<file path="src/rtl/bmc_pkg.sv">
package bmc_pkg;

    typedef enum logic [1:0] {
        CS_C0 = 2'b00,
        CS_C2 = 2'b01,
        CS_C3 = 2'b10,
        CS_C4 = 2'b11
    } cstate_e;

    localparam int CFG_W      = 8;
    localparam int BIT_SCR    = 7;
    localparam int BIT_PDOWN  = 4;
    localparam int BIT_PUP    = 3;
    localparam int BIT_SUPP   = 2;
    localparam logic [CFG_W-1:0] CFG_WMASK =
        (CFG_W'(1) << BIT_SCR) | (CFG_W'(1) << BIT_PDOWN) |
        (CFG_W'(1) << BIT_PUP) | (CFG_W'(1) << BIT_SUPP);

    typedef struct packed {
        logic pdown_en;
        logic pup_en;
        logic supp_en;
    } ctl_t;

    function automatic logic is_deep(cstate_e s);
        return (s == CS_C3) || (s == CS_C4);
    endfunction

    function automatic logic arb_on(cstate_e s);
        return (s == CS_C0) || (s == CS_C2);
    endfunction

endpackage

</file>
<file path="src/rtl/bmc_cfg_reg.sv">
module bmc_cfg_reg
    import bmc_pkg::*;
(
    input  logic             clk,
    input  logic             rst,
    input  logic             wr_en,
    input  logic [CFG_W-1:0] wr_data,
    output logic [CFG_W-1:0] rd_data,
    output ctl_t             ctl
);
    logic [CFG_W-1:0] q;

    always_ff @(posedge clk) begin
        if (rst)        q <= '0;
        else if (wr_en) q <= wr_data & CFG_WMASK;
    end

    assign rd_data      = q;
    assign ctl.pdown_en = q[BIT_PDOWN];
    assign ctl.pup_en   = q[BIT_PUP];
    assign ctl.supp_en  = q[BIT_SUPP];
endmodule

</file>
<file path="src/rtl/bmc_sts_track.sv">
module bmc_sts_track #(
    parameter int               NSRC     = 4,
    parameter logic [NSRC-1:0]  LPC_MASK = 4'b1000
) (
    input  logic            clk,
    input  logic            rst,
    input  logic [NSRC-1:0] bm_req,
    input  logic            supp_en,
    input  logic            clr,
    output logic            sts
);
    logic hit_lpc, hit_other, set_c;

    assign hit_lpc   = |(bm_req & LPC_MASK);
    assign hit_other = |(bm_req & ~LPC_MASK);
    assign set_c     = hit_lpc | (hit_other & ~supp_en);

    always_ff @(posedge clk) begin
        if (rst)        sts <= 1'b0;
        else if (set_c) sts <= 1'b1;
        else if (clr)   sts <= 1'b0;
    end
endmodule

</file>
<file path="src/rtl/bmc_state_fsm.sv">
module bmc_state_fsm
    import bmc_pkg::*;
(
    input  logic    clk,
    input  logic    rst,
    input  logic    sleep_req,
    input  logic    sleep_to_c4,
    input  logic    brk_evt,
    input  logic    bm_any,
    input  ctl_t    ctl,
    output cstate_e state,
    output logic    bm_en
);
    cstate_e st_q, st_n, deep_q, deep_n;
    logic    bm_en_q;

    always_comb begin
        st_n   = st_q;
        deep_n = deep_q;
        if (brk_evt) begin
            st_n   = CS_C0;
            deep_n = CS_C0;
        end else begin
            case (st_q)
                CS_C0: if (sleep_req) begin
                    st_n   = sleep_to_c4 ? CS_C4 : CS_C3;
                    deep_n = st_n;
                end
                CS_C3, CS_C4: if (bm_any) begin
                    if (ctl.pup_en) begin
                        st_n = CS_C2;
                    end else begin
                        st_n   = CS_C0;
                        deep_n = CS_C0;
                    end
                end
                CS_C2: if (ctl.pup_en && ctl.pdown_en && !bm_any && is_deep(deep_q))
                    st_n = deep_q;
                default: st_n = st_q;
            endcase
        end
    end

    always_ff @(posedge clk) begin
        if (rst) begin
            st_q    <= CS_C0;
            deep_q  <= CS_C0;
            bm_en_q <= 1'b1;
        end else begin
            st_q    <= st_n;
            deep_q  <= deep_n;
            bm_en_q <= arb_on(st_n);
        end
    end

    assign state = st_q;
    assign bm_en = bm_en_q;
endmodule

</file>
<file path="src/rtl/bm_cstate_ctrl.sv">
module bm_cstate_ctrl
    import bmc_pkg::*;
#(
    parameter int              NSRC     = 4,
    parameter logic [NSRC-1:0] LPC_MASK = 4'b1000
) (
    input  logic             clk,
    input  logic             rst,
    input  logic             cfg_wr_en,
    input  logic [CFG_W-1:0] cfg_wr_data,
    output logic [CFG_W-1:0] cfg_rd_data,
    input  logic             sleep_req,
    input  logic             sleep_to_c4,
    input  logic             brk_evt,
    input  logic [NSRC-1:0]  bm_req,
    input  logic             sts_clr,
    output logic [1:0]       cstate,
    output logic             bm_en,
    output logic             bm_sts
);
    ctl_t    ctl;
    cstate_e state;

    bmc_cfg_reg u_cfg (
        .clk(clk), .rst(rst), .wr_en(cfg_wr_en), .wr_data(cfg_wr_data),
        .rd_data(cfg_rd_data), .ctl(ctl)
    );

    bmc_sts_track #(.NSRC(NSRC), .LPC_MASK(LPC_MASK)) u_sts (
        .clk(clk), .rst(rst), .bm_req(bm_req), .supp_en(ctl.supp_en),
        .clr(sts_clr), .sts(bm_sts)
    );

    bmc_state_fsm u_fsm (
        .clk(clk), .rst(rst), .sleep_req(sleep_req), .sleep_to_c4(sleep_to_c4),
        .brk_evt(brk_evt), .bm_any(|bm_req), .ctl(ctl),
        .state(state), .bm_en(bm_en)
    );

    assign cstate = state;
endmodule

</file>
<file path="config.mk">
export PLATFORM = sky130hd
export DESIGN_NAME = bm_cstate_ctrl
export DESIGN_NICKNAME = d
export VERILOG_FILES = /design/src/rtl/bmc_pkg.sv /design/src/rtl/bmc_cfg_reg.sv /design/src/rtl/bmc_sts_track.sv /design/src/rtl/bmc_state_fsm.sv /design/src/rtl/bm_cstate_ctrl.sv
export SDC_FILE = /design/constraint.sdc
export NUM_CORES = 1
export LEC_CHECK = 0
export ABC_AREA = 1
export BUFFER_PORTS_ARGS = -buffer_cell sky130_fd_sc_hd__buf_2
export CORE_AREA = 2 2 39 41
export DETAILED_ROUTE_END_ITERATION = 7
export DIE_AREA = 0 0 41 43
export GPL_TIMING_DRIVEN = 0
export PLACE_DENSITY = 0.72
export SLEW_MARGIN = 20
export SYNTH_ARGS = -nofsm -noshare
export SYNTH_HDL_FRONTEND = slang
export SYNTH_SLANG_ARGS = --single-unit
</file>
<file path="constraint.sdc">
create_clock -name clk -period 1.2 [get_ports clk]
set_input_delay 0.24 -clock clk [delete_from_list [all_inputs] [get_ports clk]]
set_output_delay 0.24 -clock clk [all_outputs]
set_load 0.005 [all_outputs]
</file>
==> results of run 1 <==
-- through the flow --
| step | hold WS [ns] | instance area [um2] | std cells | total power, mW |
|---|---|---|---|---|
| 2_1_floorplan | 0.309 | 514 | 70 | 0.434 |
| 3_3_place_gp | 0.447 | 644 | 108 | 0.484 |
| 3_5_place_dp | 0.455 | 644 | 108 | 0.485 |
| 4_1_cts | 0.224 | 667 | 111 | 0.705 |
| 5_1_grt | 0.222 | 667 | 111 | 0.740 |
| 6_report | 0.224 | 667 | 111 | 0.695 |
-- worst max path at each step --
stage,slack (ns),depth (start not counted),to,startpoint
final,0.13,1,cstate[1],u_fsm.state[1]
after global routing,0.07,1,cstate[1],u_fsm.state[1]
after CTS,0.13,1,cstate[1],u_fsm.state[1]
after detailed placement,0.13,9,u_fsm.state[0],bm_req[3]
after global placement,0.14,9,u_fsm.state[0],bm_req[3]
after floorplan,0.27,6,u_fsm.bm_en,u_fsm.state[1]
-- cell type report --
cell class	count	area, um2
Buffer	5	37.5
Clock buffer	3	22.5
Fill cell	155	717
Inverter	10	38.8
Multi-Input combinational cell	45	238
Sequential cell	10	200
Tap cell	16	20.0
Timing Repair Buffer	22	110
-- cell families (layout without fill, tap and decap cells) --
family / count (synthesis) / count (layout)
simple gates: 30 / 30
buf+inv: 15 / 40
compound gates: 11 / 11
flops: 10 / 10
other cells: 1 / 4
-- report_power, final --
part           total [mW]  switching (mW)  internal [mW]  leakage (nW)
Sequential          0.362          0.0118          0.350        0.0825
Combinational       0.115          0.0569         0.0584         0.257
Clock               0.218           0.102          0.115        0.0138
Total               0.695           0.171          0.524         0.353
-- state kept, by name, summed over array words and instances (netlist names) --
signal	cells
u_cfg.rd_data	4
u_fsm.bm_en	1
u_fsm.deep_q	2
u_sts.sts	1
u_fsm.state	2
-- cell usage in the layout, fill, tap and decap left out --
| cell | netlist | routed |
|---|---|---|
| nor2_1 | 6 | 6 |
| a211oi_1 | 2 | 2 |
| nand3_1 | 6 | 6 |
| a21oi_2 | 1 | 1 |
| inv_2 | 1 | 1 |
| nand2_4 | 1 | 1 |
| clkinv_2 | 1 | 1 |
| dfxtp_1 | 10 | 10 |
| o21ai_1 | 1 | 1 |
| nand4_1 | 1 | 1 |
| conb_1 | 1 | 4 |
| nor2_4 | 2 | 2 |
| o21bai_2 | 1 | 1 |
| nand2_1 | 12 | 12 |
| clkbuf_4 | 0 | 3 |
| o211ai_1 | 1 | 1 |
| buf_4 | 5 | 5 |
| a21oi_1 | 5 | 5 |
| inv_1 | 8 | 8 |
| buf_2 | 0 | 22 |
| nand2_2 | 2 | 2 |
-- layer usage --
metal / vias up / part of all wire
li1: 263 / -
met1: 201 / 0.44
met2: 16 / 0.47
met3: 2 / 0.074
met4: 0 / 0.015
met5: - / 0
==> results.yml, run 1 <==
grt:
  grt_use_met2: 0.197
  gr-total-overflow: 0
  grt_pass1_wl_mm: 1.39
  use_met3: 0.0471
  use_met1: 0.119
  antenna_found_initial: 0
  grt_pass1_vias: 374
  grt_max_degree: 7
  grt_busiest_layer: "met2"
  grt_usage: 0.125
worst_setup_path:
  reg2reg_depth: 8
  worstReg2RegEnd: "u_fsm.state[0]"
  regToRegSetupSlack_ns: 0.19
  start_kind: "flop"
  r2r-start: "u_cfg.rd_data[3]"
  cp_num_buf_inv: 1
  slowest_stage: "dfxtp_1"
  crit_path_end_kind: "primary output"
  crit_fanout: 6
  path_class: "flop to primary output"
  arrival_ns: 0.83
  path_cells: "buf_2"
  crit_family: "flip-flops"
  cp_data_required_time_ns: 0.96
  slowest_delay_ns: 0.42
sta:
  slew_viol_final: 0
  period_needed_ns: 1.07
  setup_viol: 0
  hold_violations: 0
  period_share: 0.890
  fin_ws_ns: 0.132
  rsz0062_at_grt: "false"
  fmax_ghz: 0.936
  fin_tns_setup_ns: 0
  skew_ns: 0.00315
clock_network:
  cts_max_level: 1
  cts_tree: "built"
  max-clock-path-buffers: 2
  clk-insertion-delay-late_ns: 0.25
  path_clk_slew_ns: 0.06
  cts_buffers: 3
  cts_resized: 0
  clkSinkCount: 10
  cts_root_buf: "clkbuf_4"
  hold_buffers: 0
  cts_setup_buffers: 0
yosys:
  synth_seq_cells: 10
  yosys-top-cells-count: "nand2_1, dfxtp_1, inv_1"
  synth_compound_area_frac: 0.144
  synthFlopType: "dfxtp_1"
  synthTopCellsByArea: "dfxtp_1, nand2_1, buf_4"
  synth_edf_count: 0
  ys_warn_count: 0
  ys_seq_area_frac: 0.398
  syn_area_um2: 503
  synthArstFlopShare: 0
  synth_top_area_cell: "dfxtp_1"
  yosysMostFrequentCell: "nand2_1"
  postSynthCellCount: 67
  synthMuxAreaShare: 0
  synthAdderAreaFrac: 0
  yosys.area_share.xor_xnor: 0
  syn_area_per_cell_um2: 7.51
  synth_top_family_by_area: "simple AND/OR/NAND/NOR gates"
  synthSimpleGateAreaFrac: 0.299
  synth_top_area_frac: 0.398
  synth_cell_types: 19
hold_path:
  min_from: "rst"
  holdPathEnd: "u_sts.sts"
  hold_path.class: "primary input to flop"
  worstHoldPathCells: 2
drt:
  first_pass_iters: 4
  routed_wl_um: 920
  vias: 482
  routedWlPerCell_um: 8.29
  drtIter0Drc: 5
  antenna_left: 0
  drcViolationCount: 0
  viasPerCell: 4.34
die:
  die_x_um: 41
  fp-row-count: 14
  die_height_um: 43
  ioPinCount: 31
  start_util: 0.363
  die_area_um2: 1760
  core_um2: 1380
placement:
  dp_hpwl_um: 760
  place_ws_ns: 0.131
  place.gp.congestion: 0.790
  port_buffers: 22
job:
  cap_violations: 0
power:
  power.density_nw_per_um2: 1040
  vdd_ir_drop_max_mv: 0.464
  p_leak_nw: 0.353
cells_and_area:
  area_delta_synth_final_pct: 32.6
  drive_above_1_share: 0.411
  layout.nets: 116
  antennaDiodeCount: 0
  final_util: 0.482
status:
  status: "finished clean"
No activity file was read; power rests on OpenSTA's default activity.
==> run 2, diff against run 1 <==
Settings changed: PLACE_DENSITY 0.72 to 0.8.
==> run 2 against run 1 <==
- utilization increased by 0.99 points
- via count increased by 0.41%
- final area increased by 2.1%
- wire length increased by 3.7%
- maximum frequency increased by 0.27%
- power increased by 12%
- worst setup slack improved by 0.0029 ns
- register-to-register slack got worse by 0.02 ns
- critical path type unchanged
- die area unchanged
- sequential share of layout area decreased by 0.61 points
- largest cell class unchanged
- first-iteration DRC count decreased by 40%
==> results.yml, run 2 (synthesis gave the netlist of run 1 again) <==
job:
  cap_violations: 0
sta:
  skew_ns: 0.0105
  setup_viol: 0
  rsz0062_at_grt: "false"
  period_needed_ns: 1.07
  hold_violations: 0
  fin_tns_setup_ns: 0
  period_share: 0.888
  fin_ws_ns: 0.135
  fmax_ghz: 0.939
  slew_viol_final: 0
power:
  power_frac_comb: 0.149
  p_int_mw: 0.592
  power.density_nw_per_um2: 1150
  p_clk_frac: 0.389
  p_leak_nw: 0.361
  vdd_ir_drop_max_mv: 0.464
  swShare: 0.242
  p_sw_mw: 0.189
  p_seq_frac: 0.462
worst_setup_path:
  slowest_delay_ns: 0.42
  worstReg2RegEnd: "u_fsm.bm_en"
  path_class: "flop to primary output"
  crit_family: "flip-flops"
  arrival_ns: 0.83
  start_kind: "flop"
  crit_fanout: 6
  crit_path_end_kind: "primary output"
  slowest_stage: "dfxtp_1"
  regToRegSetupSlack_ns: 0.17
  reg2reg_depth: 5
  cp_num_buf_inv: 1
  path_cells: "buf_2"
  r2r-start: "u_cfg.rd_data[3]"
  cp_data_required_time_ns: 0.96
die:
  ioPinCount: 31
  core_um2: 1380
  die_x_um: 41
  start_util: 0.363
  die_area_um2: 1760
  fp-row-count: 14
  die_height_um: 43
grt:
  grt_pass1_vias: 434
  grt_use_met2: 0.216
  antenna_found_initial: 0
  grt_usage: 0.137
  grt_max_degree: 7
  use_met3: 0.0471
  gr-total-overflow: 0
  grt_pass1_wl_mm: 1.54
  grt_busiest_layer: "met2"
  use_met1: 0.129
clock_network:
  cts_resized: 0
  cts_setup_buffers: 0
  clk-insertion-delay-late_ns: 0.27
  hold_buffers: 0
  max-clock-path-buffers: 2
  cts_root_buf: "clkbuf_4"
  cts_max_level: 1
  clkSinkCount: 10
  path_clk_slew_ns: 0.07
  cts_buffers: 3
  cts_tree: "built"
drt:
  routed_wl_um: 954
  vias: 484
  drcViolationCount: 0
  first_pass_iters: 4
  antenna_left: 0
  drtIter0Drc: 3
  routedWlPerCell_um: 8.52
  viasPerCell: 4.32
placement:
  dp_hpwl_um: 804
  port_buffers: 22
  place_ws_ns: 0.131
  place_area_um2: 644
  place.gp.congestion: 0.765
cells_and_area:
  layout.nets: 116
  final_util: 0.492
  drive_above_1_share: 0.417
  largest_reg_flops: 4
  layout_common_cells: "buf_2, nand2_1, dfxtp_1"
  final_area_um2: 681
  final_common_cell: "buf_2"
  antennaDiodeCount: 0
  n_fill_cell: 151
  area_delta_synth_final_pct: 35.3
hold_path:
  hold_path.class: "primary input to flop"
  worstHoldPathCells: 2
  holdPathEnd: "u_sts.sts"
  min_from: "rst"
status:
  status: "finished clean"
## run 2: metal layers
metal / routed length (um) / share of wire
met1: 367 / 0.38
met2: 532 / 0.56
met3: 53 / 0.056
met4: 0 / 0
met5: 0 / 0
## run 2: power by group through the flow
| stage | Clock, mW | Combinational, mW | Sequential (mW) |
|---|---|---|---|
| floorplan | 0 | 0.0642 | 0.370 |
| global placement | 0 | 0.114 | 0.369 |
| detailed placement | 0 | 0.117 | 0.369 |
| CTS | 0.313 | 0.117 | 0.361 |
| global route | 0.334 | 0.133 | 0.364 |
| finish | 0.304 | 0.116 | 0.361 |
## run 2: layout make-up
type / instances / area (um2) / area share
clock buffer: 4 / 36.3 / 0.0533
inverter: 10 / 38.8 / 0.0570
sequential: 10 / 200 / 0.294
multi-input combinational: 45 / 238 / 0.349
tap: 16 / 20.0 / 0.0294
timing repair buffer: 22 / 110 / 0.162
buffer: 5 / 37.5 / 0.0551
## run 2: worst max path at each step
stage | from | endpoint | slack (ns) | cells past startpoint
floorplan | u_fsm.state[1] | u_fsm.bm_en | 0.27 | 6
global placement | bm_req[3] | u_fsm.state[0] | 0.15 | 9
detailed placement | bm_req[3] | u_fsm.bm_en | 0.13 | 9
CTS | u_fsm.state[1] | cstate[1] | 0.12 | 1
global route | u_cfg.rd_data[3] | u_fsm.state[0] | 0.05 | 8
finish | u_fsm.state[1] | cstate[1] | 0.13 | 1
## run 2: per-stage QoR
step | instances | hold slack, ns | total power [mW]
5_1_grt | 112 | 0.213 | 0.831
3_3_place_gp | 108 | 0.447 | 0.483
3_5_place_dp | 108 | 0.454 | 0.486
6_report | 112 | 0.208 | 0.781
4_1_cts | 112 | 0.208 | 0.791
2_1_floorplan | 70 | 0.309 | 0.434
